[config.mk]
export PLATFORM = sky130hd
export DESIGN_NAME = gpio_irq_trigger
export DESIGN_NICKNAME = d
export VERILOG_FILES = /design/src/rtl/gpio_irq_pkg.sv /design/src/rtl/gpio_irq_regs.sv /design/src/rtl/gpio_irq_debounce.sv /design/src/rtl/gpio_irq_pending.sv /design/src/rtl/gpio_irq_trigger.sv
export SDC_FILE = /design/constraint.sdc
export NUM_CORES = 1
export LEC_CHECK = 0
export BUFFER_PORTS_ARGS = -buffer_cell sky130_fd_sc_hd__buf_2
export CAP_MARGIN = 10
export CORE_MARGIN = 10
export CORE_UTILIZATION = 47
export CTS_CLUSTER_DIAMETER = 200
export DETAILED_ROUTE_END_ITERATION = 16
export MAX_ROUTING_LAYER = met4
export PLACE_DENSITY = 0.79
export SYNTH_ARGS = -nofsm -noshare
export SYNTH_HDL_FRONTEND = slang
export SYNTH_SLANG_ARGS = --single-unit
[constraint.sdc]
create_clock -name clk -period 1.8 [get_ports clk]
set_clock_uncertainty 0.1 [all_clocks]
set_input_delay 0.36 -clock clk [delete_from_list [all_inputs] [get_ports clk]]
set_output_delay 0.36 -clock clk [all_outputs]
set_load 0.01 [all_outputs]
[src/rtl/gpio_irq_pkg.sv]
package gpio_irq_pkg;

    // Decoded register access kind
    typedef enum logic [2:0] {
        ACC_NONE,
        ACC_CTRL_SET,
        ACC_CTRL_CLR,
        ACC_PEND_CLR,
        ACC_STATUS
    } acc_e;

endpackage

[src/rtl/gpio_irq_regs.sv]
module gpio_irq_regs
    import gpio_irq_pkg::*;
#(
    parameter int DATA_W   = 32,
    parameter int IRQ_PINS = 8,
    parameter int ADDR_W   = 6,
    parameter logic [ADDR_W-1:0] OFS_SET  = 6'h18,
    parameter logic [ADDR_W-1:0] OFS_CLR  = 6'h1C,
    parameter logic [ADDR_W-1:0] OFS_PCLR = 6'h20,
    parameter logic [ADDR_W-1:0] OFS_STAT = 6'h24
) (
    input  logic                clk,
    input  logic                rst_n,
    input  logic                wr_i,
    input  logic [ADDR_W-1:0]   addr_i,
    input  logic [DATA_W-1:0]   wdata_i,
    output logic [4*IRQ_PINS-1:0] ctrl_o,
    output logic [IRQ_PINS-1:0] pend_clr_o,
    output acc_e                sel_o
);
    localparam int CW = 4 * IRQ_PINS;

    typedef struct packed {
        logic [CW-1:0] ctrl;
    } regs_t;

    regs_t st_d, st_q;
    acc_e  sel;

    always_comb begin
        if (addr_i == OFS_SET)       sel = ACC_CTRL_SET;
        else if (addr_i == OFS_CLR)  sel = ACC_CTRL_CLR;
        else if (addr_i == OFS_PCLR) sel = ACC_PEND_CLR;
        else if (addr_i == OFS_STAT) sel = ACC_STATUS;
        else                         sel = ACC_NONE;

        st_d = st_q;
        if (wr_i && sel == ACC_CTRL_SET) begin
            st_d.ctrl = st_q.ctrl | wdata_i[CW-1:0];
        end else if (wr_i && sel == ACC_CTRL_CLR) begin
            st_d.ctrl = st_q.ctrl & ~wdata_i[CW-1:0];
        end

        pend_clr_o = (wr_i && sel == ACC_PEND_CLR) ? wdata_i[IRQ_PINS-1:0] : '0;
    end

    always_ff @(posedge clk or negedge rst_n) begin
        if (!rst_n) st_q <= '0;
        else        st_q <= st_d;
    end

    assign ctrl_o = st_q.ctrl;
    assign sel_o  = sel;
endmodule

[src/rtl/gpio_irq_debounce.sv]
module gpio_irq_debounce #(
    parameter int DB_CYCLES = 4
) (
    input  logic clk,
    input  logic rst_n,
    input  logic pin_i,
    input  logic db_en_i,
    output logic lvl_q_o,
    output logic lvl_d_o
);
    localparam int CNT_W = $clog2(DB_CYCLES + 1);
    localparam logic [CNT_W-1:0] CNT_LAST = CNT_W'(DB_CYCLES - 1);

    typedef struct packed {
        logic             lvl;
        logic [CNT_W-1:0] cnt;
    } db_t;

    db_t st_d, st_q;

    always_comb begin
        st_d = st_q;
        if (!db_en_i) begin
            st_d.lvl = pin_i;
            st_d.cnt = '0;
        end else if (pin_i == st_q.lvl) begin
            st_d.cnt = '0;
        end else if (st_q.cnt == CNT_LAST) begin
            st_d.lvl = pin_i;
            st_d.cnt = '0;
        end else begin
            st_d.cnt = st_q.cnt + 1'b1;
        end
    end

    always_ff @(posedge clk or negedge rst_n) begin
        if (!rst_n) st_q <= '0;
        else        st_q <= st_d;
    end

    assign lvl_q_o = st_q.lvl;
    assign lvl_d_o = st_d.lvl;
endmodule

[src/rtl/gpio_irq_pending.sv]
module gpio_irq_pending #(
    parameter int IRQ_PINS = 8
) (
    input  logic                clk,
    input  logic                rst_n,
    input  logic [IRQ_PINS-1:0] lvl_q_i,
    input  logic [IRQ_PINS-1:0] lvl_d_i,
    input  logic [IRQ_PINS-1:0] rise_en_i,
    input  logic [IRQ_PINS-1:0] fall_en_i,
    input  logic [IRQ_PINS-1:0] lvl_mode_i,
    input  logic [IRQ_PINS-1:0] pend_clr_i,
    output logic [IRQ_PINS-1:0] pend_o
);
    typedef struct packed {
        logic [IRQ_PINS-1:0] pend;
    } pend_t;

    pend_t st_d, st_q;
    logic [IRQ_PINS-1:0] went_up, went_down, cond, event_hit;

    always_comb begin
        went_up   = lvl_d_i & ~lvl_q_i;
        went_down = ~lvl_d_i & lvl_q_i;
        event_hit = (rise_en_i & went_up) | (fall_en_i & went_down);
        cond      = (rise_en_i & lvl_d_i) | (fall_en_i & ~lvl_d_i);
        st_d      = st_q;
        for (int i = 0; i < IRQ_PINS; i++) begin
            if (lvl_mode_i[i]) begin
                st_d.pend[i] = cond[i];
            end else begin
                st_d.pend[i] = (st_q.pend[i] & ~pend_clr_i[i]) | event_hit[i];
            end
        end
    end

    always_ff @(posedge clk or negedge rst_n) begin
        if (!rst_n) st_q <= '0;
        else        st_q <= st_d;
    end

    assign pend_o = st_q.pend;
endmodule

[src/rtl/gpio_irq_trigger.sv]
module gpio_irq_trigger
    import gpio_irq_pkg::*;
#(
    parameter int DATA_W    = 32,
    parameter int NUM_PINS  = 32,
    parameter int IRQ_PINS  = 8,
    parameter int ADDR_W    = 6,
    parameter int DB_CYCLES = 4,
    parameter logic [ADDR_W-1:0] OFS_SET  = 6'h18,
    parameter logic [ADDR_W-1:0] OFS_CLR  = 6'h1C,
    parameter logic [ADDR_W-1:0] OFS_PCLR = 6'h20,
    parameter logic [ADDR_W-1:0] OFS_STAT = 6'h24
) (
    input  logic              clk,
    input  logic              rst_n,
    input  logic [NUM_PINS-1:0] pin_lvl_i,
    input  logic              bus_wr_i,
    input  logic [ADDR_W-1:0] bus_addr_i,
    input  logic [DATA_W-1:0] bus_wdata_i,
    output logic [DATA_W-1:0] bus_rdata_o,
    output logic              irq_o
);
    localparam int CW = 4 * IRQ_PINS;

    logic [CW-1:0]       ctrl_word;
    logic [IRQ_PINS-1:0] pend_status;
    logic [IRQ_PINS-1:0] pend_clr;
    logic [IRQ_PINS-1:0] lvl_q, lvl_d;
    logic [IRQ_PINS-1:0] rise_en, fall_en, db_en, lvl_mode;
    acc_e                sel;
    logic                unused_pins;

    assign unused_pins = ^pin_lvl_i[NUM_PINS-1:IRQ_PINS];

    gpio_irq_regs #(
        .DATA_W(DATA_W), .IRQ_PINS(IRQ_PINS), .ADDR_W(ADDR_W),
        .OFS_SET(OFS_SET), .OFS_CLR(OFS_CLR),
        .OFS_PCLR(OFS_PCLR), .OFS_STAT(OFS_STAT)
    ) u_regs (
        .clk        (clk),
        .rst_n      (rst_n),
        .wr_i       (bus_wr_i),
        .addr_i     (bus_addr_i),
        .wdata_i    (bus_wdata_i),
        .ctrl_o     (ctrl_word),
        .pend_clr_o (pend_clr),
        .sel_o      (sel)
    );

    assign rise_en  = ctrl_word[IRQ_PINS-1:0];
    assign fall_en  = ctrl_word[2*IRQ_PINS-1:IRQ_PINS];
    assign db_en    = ctrl_word[3*IRQ_PINS-1:2*IRQ_PINS];
    assign lvl_mode = ctrl_word[4*IRQ_PINS-1:3*IRQ_PINS];

    for (genvar g = 0; g < IRQ_PINS; g++) begin : g_pin
        gpio_irq_debounce #(.DB_CYCLES(DB_CYCLES)) u_db (
            .clk     (clk),
            .rst_n   (rst_n),
            .pin_i   (pin_lvl_i[g]),
            .db_en_i (db_en[g]),
            .lvl_q_o (lvl_q[g]),
            .lvl_d_o (lvl_d[g])
        );
    end

    gpio_irq_pending #(.IRQ_PINS(IRQ_PINS)) u_pend (
        .clk        (clk),
        .rst_n      (rst_n),
        .lvl_q_i    (lvl_q),
        .lvl_d_i    (lvl_d),
        .rise_en_i  (rise_en),
        .fall_en_i  (fall_en),
        .lvl_mode_i (lvl_mode),
        .pend_clr_i (pend_clr),
        .pend_o     (pend_status)
    );

    always_comb begin
        case (sel)
            ACC_CTRL_SET: bus_rdata_o = DATA_W'(ctrl_word);
            ACC_STATUS:   bus_rdata_o = DATA_W'(pend_status);
            default:      bus_rdata_o = '0;
        endcase
    end

    assign irq_o = |pend_status;
endmodule

# == Yosys cells after proc, flatten, opt, wreduce, memory -nomap -nowiden ==
# Index checks and enable logic that the tools add are counted.
# totals
regBits,72
inputBits,73
wordCells,148
# classes
add_sub_neg,8
n_eq_ne,24
muxes,56
bitwise,37
reduce_logical,5
# ops
operator,count
$mux 32,2
$pmux 32 s2,1
$mux 3,20
$and 8x8->8,6
$and 32x32->32,1
$mux 4,8
$not 32->32,1
$or 32x32->32,1
$eq 3x2->1 const B,10
$add 3x1->3 const B,8
$mux 1,24
$not 8->8,2
$or 8x8->8,2
$eq 6x5->1 const B,2
$eq 6x6->1 const B,2
$and 1x1->1,8
$eq 1x1->1,8
$mux 8,1
$not 1->1,8
$or 1x1->1,8
$reduce_or 8->1,1
$eq 3x1->1 const B,1
$eq 3x3->1 const B,1
$logic_and 1x1->1,3
$reduce_bool 2->1,1

# == Longest topological paths before layout ==
# Gate-level depths: netlist of the first run.
# depth
depth_word,12
ltp_mapped,6
mapped_depth_nobuf,5

# == Cells and area by module ==
# From an unflattened synthesis of the first run, not the netlist that was laid out.
# hier_totals
hier_cells,387
area_unflattened_um2,3882.5
# modules_own_cells
module,n_inst,cells_each,area_per_inst_um2
gpio_irq_regs,1,162,1627.8
gpio_irq_debounce (g_pin[1].u_db ...),7,14,175.2
gpio_irq_pending,1,56,459.2
gpio_irq_trigger,1,57,387.9
gpio_irq_debounce (g_pin[0].u_db),1,14,181.4

# == Worst setup path before layout of the first run ==
# No wires, ideal clock.
# synth_path
kind,input -> output
start,input bus_addr_i[1]
end,output bus_rdata_o[0]
arrival_time_ns,1.332
path_slack_ns,0.008
path_stages,4
path_buffers,1
cell_sequence,or2_2 nor2_1 clkbuf_1 a22o_1
# synth_via
elab_chain_len,7
word_cells_on_any_way,11
# synth_lines
element,line,source
"start, declared",gpio_irq_trigger.sv:18,"input logic [ADDR_W-1:0] bus_addr_i,"
$eq 6x6->1,gpio_irq_regs.sv:34,else if (addr_i == OFS_STAT) sel = ACC_STATUS;
$mux 3,gpio_irq_regs.sv:34,
$mux 3,gpio_irq_regs.sv:33,else if (addr_i == OFS_PCLR) sel = ACC_PEND_CLR;
$mux 3,gpio_irq_regs.sv:32,else if (addr_i == OFS_CLR) sel = ACC_CTRL_CLR;
$mux 3 *,gpio_irq_regs.sv:31,if (addr_i == OFS_SET) sel = ACC_CTRL_SET;
$eq 3x3->1 / $eq 3x1->1 (equally long branches),gpio_irq_trigger.sv:79,case (sel)
$pmux 32 s2 *,gpio_irq_trigger.sv:79,
"end, declared",gpio_irq_trigger.sv:20,"output logic [DATA_W-1:0] bus_rdata_o,"
# Mark *: on every way between the ends. The rest lies on a longest branch, timed or not.

# == Worst setup path in the final report of the first run ==
# layout_path
start,input bus_addr_i[0]
end,output bus_rdata_o[4]
# The elaborated chain is that of the path after synthesis.

==> flow_metrics.py, run 1 <==
metrics = {
    "drt": {
        "drt_iter0_markers": 118,
        "drt_pre_antenna_iters": 4,
        "routedWlPerCell_um": 16.67,
        "antenna_left": 0,
        "vias": 3060,
        "drc": 0,
        "drt-total-wl_mm": 9.216,
        "via_per_inst": 5.533,
    },
    "synthesis": {
        "synth-seq-cells": 72,
        "ys_warn_count": 0,
        "yosys.area_share.adder_pct": 2.768,
        "synth.distinct_cells": 37,
        "synth_ff_type": "dfrtp_1",
        "syn_nets": 430,
        "yosys.area.top_type": "dfrtp_1",
        "yosysSeqAreaShare_pct": 49.83,
        "yosysMostFrequentCell": "dfrtp_1",
        "syn-mean-instance-area_um2": 10.36,
        "synthesis.area_um2": 3616,
        "synth_edf_count": 0,
        "yosys-top-cells-area": "dfrtp_1 50%, a22o_1 9.7%, nand2_1 5.3%",
        "synthTopCellsByCount": "72 x dfrtp_1, 51 x nand2_1, 40 x a22o_1",
        "synthMuxAreaShare_pct": 3.529,
        "ys_async_sr_fraction_pct": 100.0,
        "synth_compound_area_share_pct": 13.67,
        "yosys.area_share.simple_pct": 25.40,
        "synth_top_family_by_area": "simple AND/OR/NAND/NOR gates",
        "yosysTopAreaCellShare_pct": 49.83,
        "synth_xor_xnor_area_share_pct": 1.938,
        "synthCells": 349,
    },
    "sta": {
        "max_slew_margin_pct": 77.18,
        "finalSetupTns_ns": -0.2495,
        "setup_ws_ns": -0.04938,
        "whs_ns": 0.1528,
        "setup_viol": 9,
        "max_freq_mhz": 540.7,
        "finalCritPeriodShare_pct": 102.7,
        "hold_violations": 0,
        "slew_viol_final": 0,
        "rsz0062_at_grt": "yes",
        "tightestPinTransition_ns": 0.3400,
        "period_needed_ns": 1.849,
    },
    "finish": {
        "ff_latch_area_um2": 1802,
        "layoutNonFillerInstCount": 553,
        "finalInstanceArea_um2": 4726,
        "multi_input_area_um2": 1810,
        "num-nets-final": 530,
        "fillCellCount": 603,
        "area_growth_pct": 30.69,
        "n_antenna_cell": 0,
        "final_layout_size_suffix_gt1_share_pct": 32.38,
    },
    "floorplan": {
        "ios": 106,
        "die_x_um": 107.7,
        "die_y_um": 107.7,
        "rows": 31,
        "fp.coreArea_um2": 7370,
        "start_util_pct": 49.07,
        "die_area_um2": 11600,
    },
    "power": {
        "p_total_uw": 4120,
        "clkPwrFrac_pct": 31.0,
        "peakVddDrop_mv": 0.4889,
        "p_int_uw": 2932,
        "power.density_nw_per_um2": 871.7,
        "p_seq_share_pct": 51.2,
        "switching_share_pct": 28.84,
        "cellLeakagePower_uw": 0.002237,
        "pwr-share-comb_pct": 17.8,
        "switching_power_uw": 1188,
    },
    "placement": {
        "hpwl_mm": 6.702,
        "placed_area_um2": 4270,
        "port_buffers": 81,
        "gp_congestion": 0.8160,
        "dp_cells": 533,
    },
    "clock_network": {
        "cts_num_sinks": 72,
        "cts_tree": "done",
        "clk_pin_slew_worst_paths_ns": 0.08,
        "htreeDepth": 3,
        "root_buffer": "clkbuf_8",
        "cts_buffer_depth": 2,
        "cts_buffers": 9,
        "clock_latency_ns": 0.34,
    },
    "flow_run": {
        "cap_violations": 0,
    },
    "setup_path": {
        "critPathCaptureType": "primary output",
        "cp.required_ns": 1.34,
        "r2r_setup_slack_ns": 0.11,
        "crit_start": "bus_addr_i[0]",
        "crit_arrival_ns": 1.39,
        "rr_worst_depth": 5,
        "endpoint": "bus_rdata_o[4]",
        "startpoint_type": "input port",
        "r2r_end": "u_pend.pend_o[0]",
        "cp_max_fo": 10,
        "crit-reg2reg-launch": "g_pin[0].u_db.st_q[0]",
        "worstSetupPathType": "in2out",
    },
    "worst_hold_path": {
        "hp-start": "bus_wdata_i[24]",
        "hold_class": "in2reg",
    },
    "global_routing": {
        "grt_max_degree": 32,
        "grtUsageTotal_pct": 16.23,
        "antenna_found_initial": 0,
        "grt_pass1_vias": 3023,
        "grt_pass1_wl_mm": 14.80,
        "overflow": 0,
    },
    "status": {
        "outcome": "complete, but fails checks",
        "violations": "setup timing",
    },
}
-- what timing repair did --
action                                  CTS  global route
endpoints found under the setup margin   31            36
hold endpoints to repair                 23             0
gates cloned                              1             0
setup buffers                             0             2
hold buffers                              1             0
pin swaps                                 6             8
resized for setup                         9            39
-- worst max-delay path, cell delays in order --
cell and delay (ns):
buf_6 0.10, or2_4 0.26, nor2_4 0.20, buf_6 0.17, a22o_1 0.16, buf_2 0.13
-- metrics by stage --
step	setup slack [ns]	util, %
floorplan	0.007856	-
global placement	-0.1286	57.95
detailed placement	-0.1347	57.95
CTS	-0.03181	61.48
global route	-0.08924	64.13
finish	-0.04938	64.13
-- power by group through the flow --
stage          combinational [µW]  clock, µW  sequential [µW]
3_3_place_gp                  637          0             2110
2_1_floorplan                 452          0             2040
6_report                      733       1280             2110
4_1_cts                       680       1300             2110
5_1_grt                       827       1390             2150
3_5_place_dp                  664          0             2130
-- metal layers --
layer / global-route usage (%) / wire length [µm]
met1: 20.77 / 4050
met2: 24.33 / 4398
met3: 4.790 / 692
met4: 4.676 / 74
met5: - / 0
-- worst min path at each step --
| stage | cells after the start | end | slack [ns] |
|---|---|---|---|
| after global routing | 2 | register | 0.14 |
| final | 2 | register | 0.15 |
| after CTS | 2 | register | 0.14 |
| after detailed placement | 1 | g_pin[3].u_db.st_q[2] | 0.18 |
| after global placement | 1 | g_pin[3].u_db.st_q[2] | 0.18 |
| after floorplan | 0 | async pin | -0.04 |
-- layout by cell type (no fill, tap or decap), types with 3 or more instances in the layout --
master / count
a21oi_1: 8
a22o_1: 40
and2_1: 9
and2_4: 14
buf_12: 5
buf_2: 62
buf_4: 12
buf_6: 22
clkbuf_8: 10
dfrtp_1: 72
ha_1: 8
inv_1: 9
mux2_2: 6
mux2i_1: 6
nand2_1: 51
nand2b_1: 14
nand3_1: 16
nor2_1: 7
nor3_1: 18
nor3b_1: 8
nor4b_1: 6
nor4bb_1: 5
o21ai_2: 3
or4_1: 6
xnor2_1: 8
-- layout make-up --
| type | count | share of cell area [%] |
|---|---|---|
| clock buffer | 11 | 2.992 |
| tap | 99 | 2.621 |
| sequential | 72 | 38.13 |
| inverter | 9 | 0.7149 |
| multi-input combinational | 255 | 38.31 |
| timing repair buffer | 102 | 16.04 |
| clock inverter | 5 | 1.191 |
-- cell families (layout without fill, tap and decap cells) --
| logic type | count (synthesis) | in the layout |
|---|---|---|
| buffers and inverters | 22 | 127 |
| multiplexers | 12 | 12 |
| flip-flops | 72 | 72 |
| AND/OR/NAND/NOR | 166 | 166 |
| AO/OA/AOI/OAI | 61 | 61 |
| adder cells (fa/ha/maj) | 8 | 8 |
| XOR/XNOR | 8 | 8 |
(Power assumes the default switching activity.)
==> run 2: changes to the inputs <==
--- a/config.mk
+++ b/config.mk
@@ -8,11 +8,12 @@
 export BUFFER_PORTS_ARGS = -buffer_cell sky130_fd_sc_hd__buf_2
 export CAP_MARGIN = 10
 export CORE_MARGIN = 10
-export CORE_UTILIZATION = 47
+export CORE_UTILIZATION = 48
+export CTS_BUF_LIST = sky130_fd_sc_hd__clkbuf_8
 export CTS_CLUSTER_DIAMETER = 200
 export DETAILED_ROUTE_END_ITERATION = 16
 export MAX_ROUTING_LAYER = met4
-export PLACE_DENSITY = 0.79
+export PLACE_DENSITY = 0.81
 export SYNTH_ARGS = -nofsm -noshare
 export SYNTH_HDL_FRONTEND = slang
 export SYNTH_SLANG_ARGS = --single-unit
==> flow_metrics.py, run 2 (synthesis gave the netlist of run 1 again) <==
metrics = {
    "status": {
        "outcome": "complete, but fails checks",
        "violations": "setup timing",
    },
    "placement": {
        "port_buffers": 81,
        "hpwl_mm": 6.751,
        "gp_congestion": 0.8655,
        "dp_cells": 530,
    },
    "finish": {
        "fillCellCount": 634,
        "final_layout_size_suffix_gt1_share_pct": 30.55,
        "num-nets-final": 531,
        "area_growth_pct": 27.06,
        "layoutNonFillerInstCount": 556,
        "final_common_cell": "buf_2",
        "ff_latch_area_um2": 1802,
        "multi_input_area_um2": 1779,
        "final_cell_mix": "76 x buf_2, 72 x dfrtp_1, 51 x nand2_1",
    },
    "global_routing": {
        "grt_pass1_wl_mm": 15.75,
        "grtUsageTotal_pct": 17.59,
        "grt_max_degree": 73,
        "overflow": 0,
        "grt_pass1_vias": 3199,
        "antenna_found_initial": 2,
    },
    "sta": {
        "finalCritPeriodShare_pct": 106.4,
        "finalSetupTns_ns": -1.527,
        "max_freq_mhz": 522.3,
        "rsz0062_at_grt": "yes",
        "setup_ws_ns": -0.1146,
        "max_slew_margin_pct": 75.04,
        "slew_viol_final": 0,
        "setup_viol": 30,
        "tightestPinTransition_ns": 0.3745,
        "period_needed_ns": 1.915,
        "hold_violations": 0,
    },
    "drt": {
        "antenna_left": 0,
        "vias": 3127,
        "drc": 0,
        "via_per_inst": 5.624,
        "routedWlPerCell_um": 17.59,
        "drt_iter0_markers": 149,
        "drt-total-wl_mm": 9.779,
        "drt_pre_antenna_iters": 4,
    },
    "power": {
        "cellLeakagePower_uw": 0.002216,
        "power.density_nw_per_um2": 920.0,
        "peakVddDrop_mv": 0.3852,
    },
    "setup_path": {
        "critPathCaptureType": "primary output",
        "cp_slowest_cell": "or2_4",
        "cp_max_fo": 7,
        "cp.required_ns": 1.34,
        "worstSetupPathType": "in2out",
        "path_cells": "buf_8 -> or2_4 -> nor2_4 -> buf_6 -> a22o_1 -> buf_2",
        "crit_path_max_incr_delay_ns": 0.25,
        "crit_arrival_ns": 1.45,
        "startpoint_type": "input port",
    },
    "worst_hold_path": {
        "hold_class": "in2reg",
    },
    "flow_run": {
        "cap_violations": 0,
    },
    "clock_network": {
        "root_buffer": "clkbuf_8",
        "cts_tree": "done",
        "htreeDepth": 3,
        "clock_latency_ns": 0.35,
        "cts_num_sinks": 72,
        "cts_buffers": 9,
        "cts_buffer_depth": 2,
        "clk_pin_slew_worst_paths_ns": 0.08,
    },
    "floorplan": {
        "rows": 31,
        "fp.coreArea_um2": 7292,
        "ios": 106,
        "die_y_um": 106.8,
        "die_area_um2": 11410,
        "start_util_pct": 49.59,
        "die_x_um": 106.8,
    },
}
## run 2: metrics by stage
stage | power, µW | util (%) | hold WS (ns) | worst slack, ns | area [µm²]
final | 4227 | 63.01 | 0.1425 | -0.1146 | 4594
after global placement | 2730 | 57.53 | 0.3157 | -0.1068 | 4195
after detailed placement | 2775 | 57.53 | 0.3171 | -0.1259 | 4195
after global routing | 4441 | 63.01 | 0.1349 | -0.1406 | 4594
after floorplan | 2487 | - | -0.03559 | 0.007856 | 3616
after CTS | 4207 | 61.87 | 0.1337 | -0.04436 | 4512
## run 2: metal layers
layer	up-vias	part of all wire [%]	wire, µm	global-route usage [%]
met1	1517	41	4044	20.82
met3	16	8.2	805	6.228
li1	1471	-	-	-
met2	123	48	4731	26.87
met4	0	2.0	197	6.963
met5	-	0	0	-
## run 2: worst paths after layout
kind                                            start                     to  slack [ns]  cells after the start
worst min register to register  g_pin[7].u_db.st_q[0]  g_pin[7].u_db.st_q[0]        0.34                      1
max in group asynchronous                       rst_n              async pin        0.84                      3
worst max register to register  g_pin[6].u_db.st_q[0]       u_pend.pend_o[6]        0.07                      5
min in group asynchronous                       rst_n              async pin        0.46                      3
worst max-delay path                    bus_addr_i[1]         bus_rdata_o[6]       -0.11                      6
worst min-delay path                  bus_wdata_i[14]               register        0.14                      2
## run 2: layout make-up
| class | instances | area share [%] |
|---|---|---|
| repair buffers | 103 | 13.75 |
| inverters | 9 | 0.7353 |
| clock buffers | 9 | 2.696 |
| clock inverters | 7 | 2.070 |
| diodes | 2 | 0.1089 |
| multi-input cells | 255 | 38.73 |
| well taps | 99 | 2.696 |
| flip-flops and latches | 72 | 39.22 |
## run 2: report_power, final
part	internal [µW]	switching [µW]	total, µW
clock	782	632	1410
sequential	1840	267	2110
combinational	389	317	705
## run 2: critical path, delay by kind of cell
| family | cells | cell delay [ns] |
|---|---|---|
| buf+inv | 3 | 0.42 |
| simple gates | 2 | 0.49 |
| compound gates | 1 | 0.18 |
## run 2: timing repair
action                                 in CTS  in global routing
gates resized for setup                    12                 14
endpoints found under the hold margin      72                  0
setup endpoints to repair                  33                 36
setup buffers                               2                  2
pin swaps                                   7                  6
gates cloned                                3                  0
hold buffers                                1                  0
==> run 3: changes to the inputs <==
==> constraint.sdc (replaced) <==
create_clock -name clk -period 1.7 [get_ports clk]
set_clock_uncertainty 0.1 [all_clocks]
set_input_delay 0.34 -clock clk [delete_from_list [all_inputs] [get_ports clk]]
set_output_delay 0.34 -clock clk [all_outputs]
set_load 0.01 [all_outputs]
==> flow_metrics.py, run 3 (synthesis gave the netlist of run 1 again) <==
metrics = {
    "status": {
        "outcome": "complete, but fails checks",
        "violations": "setup timing",
    },
    "power": {
        "power.density_nw_per_um2": 957.8,
        "p_total_uw": 4749,
        "peakVddDrop_mv": 0.6109,
        "switching_power_uw": 1325,
        "cellLeakagePower_uw": 0.002336,
        "pwr-share-comb_pct": 18.2,
        "p_int_uw": 3424,
        "switching_share_pct": 27.89,
        "p_seq_share_pct": 47.0,
        "clkPwrFrac_pct": 34.7,
    },
    "finish": {
        "multi_input_area_um2": 1862,
        "ff_latch_area_um2": 1802,
        "n_antenna_cell": 0,
        "final_cell_mix": "72 x dfrtp_1, 62 x buf_2, 51 x nand2_1",
        "fillCellCount": 542,
        "num-nets-final": 545,
        "finalInstanceArea_um2": 4959,
        "area_growth_pct": 37.13,
        "final_common_cell": "dfrtp_1",
        "final_layout_size_suffix_gt1_share_pct": 37.10,
    },
    "flow_run": {
        "cap_violations": 0,
    },
    "sta": {
        "finalCritPeriodShare_pct": 106.7,
        "whs_ns": 0.1209,
        "period_needed_ns": 1.813,
        "rsz0062_at_grt": "yes",
        "slew_viol_final": 0,
        "max_slew_margin_pct": 74.15,
        "max_freq_mhz": 551.5,
        "setup_viol": 31,
        "finalSetupTns_ns": -2.151,
        "tightestPinTransition_ns": 0.3877,
        "hold_violations": 0,
        "setup_ws_ns": -0.1133,
    },
    "clock_network": {
        "cts_buffer_depth": 2,
        "cts_num_sinks": 72,
        "clk_pin_slew_worst_paths_ns": 0.08,
        "cts_buffers": 9,
        "root_buffer": "clkbuf_8",
        "htreeDepth": 3,
        "clock_latency_ns": 0.35,
        "cts_tree": "done",
    },
    "floorplan": {
        "ios": 106,
        "die_x_um": 106.8,
        "rows": 31,
        "die_y_um": 106.8,
        "die_area_um2": 11410,
        "start_util_pct": 49.59,
        "fp.coreArea_um2": 7292,
    },
    "placement": {
        "post-place-ws_ns": -0.2096,
        "placed_area_um2": 4258,
        "hpwl_mm": 6.542,
        "port_buffers": 81,
        "gp_congestion": 0.8231,
    },
    "drt": {
        "vias": 3212,
        "antenna_left": 0,
        "via_per_inst": 5.655,
        "drt_pre_antenna_iters": 5,
        "drt-total-wl_mm": 10.04,
        "drc": 0,
        "drt_iter0_markers": 177,
        "routedWlPerCell_um": 17.67,
    },
    "setup_path": {
        "critPathCaptureType": "primary output",
        "cp_max_fo": 7,
        "crit_arrival_ns": 1.37,
        "startpoint_type": "input port",
        "crit-reg2reg-launch": "g_pin[0].u_db.st_q[0]",
        "cp.required_ns": 1.26,
        "rr_worst_depth": 5,
        "crit_start": "bus_addr_i[0]",
        "worstSetupPathType": "in2out",
    },
    "global_routing": {
        "grt_pass1_wl_mm": 15.96,
        "grt_max_degree": 73,
        "grtUsageTotal_pct": 17.62,
        "antenna_found_initial": 0,
        "overflow": 0,
        "grt_pass1_vias": 3289,
    },
    "worst_hold_path": {
        "hold_class": "in2reg",
        "hold_depth": 2,
        "hp-start": "bus_wdata_i[11]",
    },
}
==> run 3: cell types whose count changed in the layout (fill, tap and decap cells not counted), moves of 3 or more <==
| cell | before | now |
|---|---|---|
| inv_1 | 9 | 5 |
| ha_2 | 0 | 3 |
| o21ai_2 | 5 | 0 |
| and2_4 | 1 | 16 |
| buf_2 | 76 | 62 |
| buf_6 | 7 | 22 |
| o21ai_4 | 1 | 6 |
| buf_4 | 17 | 24 |
| ha_1 | 8 | 5 |
| buf_8 | 1 | 4 |
| and2_1 | 22 | 7 |
| inv_2 | 0 | 4 |
==> run 3: final cells by class <==
cell class                      count  area share [%]
Clock buffer                        9           2.498
Clock inverter                      7           2.422
Inverter                            9          0.6813
Multi-Input combinational cell    255           37.55
Sequential cell                    72           36.34
Tap cell                           99           2.498
Timing Repair Buffer              117           18.02
==> run 3: power by group through the flow <==
stage | clock (µW) | sequential (µW) | combinational (µW)
floorplan | 0 | 2150 | 478
global placement | 0 | 2230 | 687
detailed placement | 0 | 2250 | 714
CTS | 1680 | 2210 | 803
global route | 1750 | 2270 | 970
finish | 1650 | 2230 | 866
==> run 3: worst paths after layout <==
path / slack [ns] / to
hold reg to reg: 0.34 / g_pin[5].u_db.st_q[0]
setup / recovery: -0.11 / bus_rdata_o[6]
setup reg to reg: 0.04 / u_pend.pend_o[0]
min in group asynchronous: 0.44 / g_pin[3].u_db.st_q[1]
max in group asynchronous: 0.74 / g_pin[2].u_db.st_q[0]
hold / removal: 0.12 / register
==> run 3: layer usage <==
metal	global-route usage [%]	vias to the layer above	share of wire, %
li1	-	1497	-
met1	20.59	1579	41
met2	28.62	116	51
met3	5.928	20	7.1
met4	4.449	0	1.5
met5	-	-	0
==> run 3: critical path: stages <==
cell and delay, ns:
buf_8 0.10, or2_4 0.25, nor2_4 0.13, buf_6 0.12, buf_8 0.11, a22o_1 0.17, buf_2 0.15
==> run 3: repair_timing <==
action	in CTS	in global routing
cloned	1	1
pin swaps	7	20
setup endpoints to repair	36	37
hold endpoints to repair	72	0
hold buffers	1	0
buffers inserted	4	10
gates resized for setup	16	57
==> run 3: per-stage QoR <==
step / utilization (%) / cells
after floorplan: - / 349
after global placement: 58.39 / 535
after detailed placement: 58.39 / 535
after CTS: 63.47 / 557
after global routing: 68.00 / 568
final: 68.00 / 568
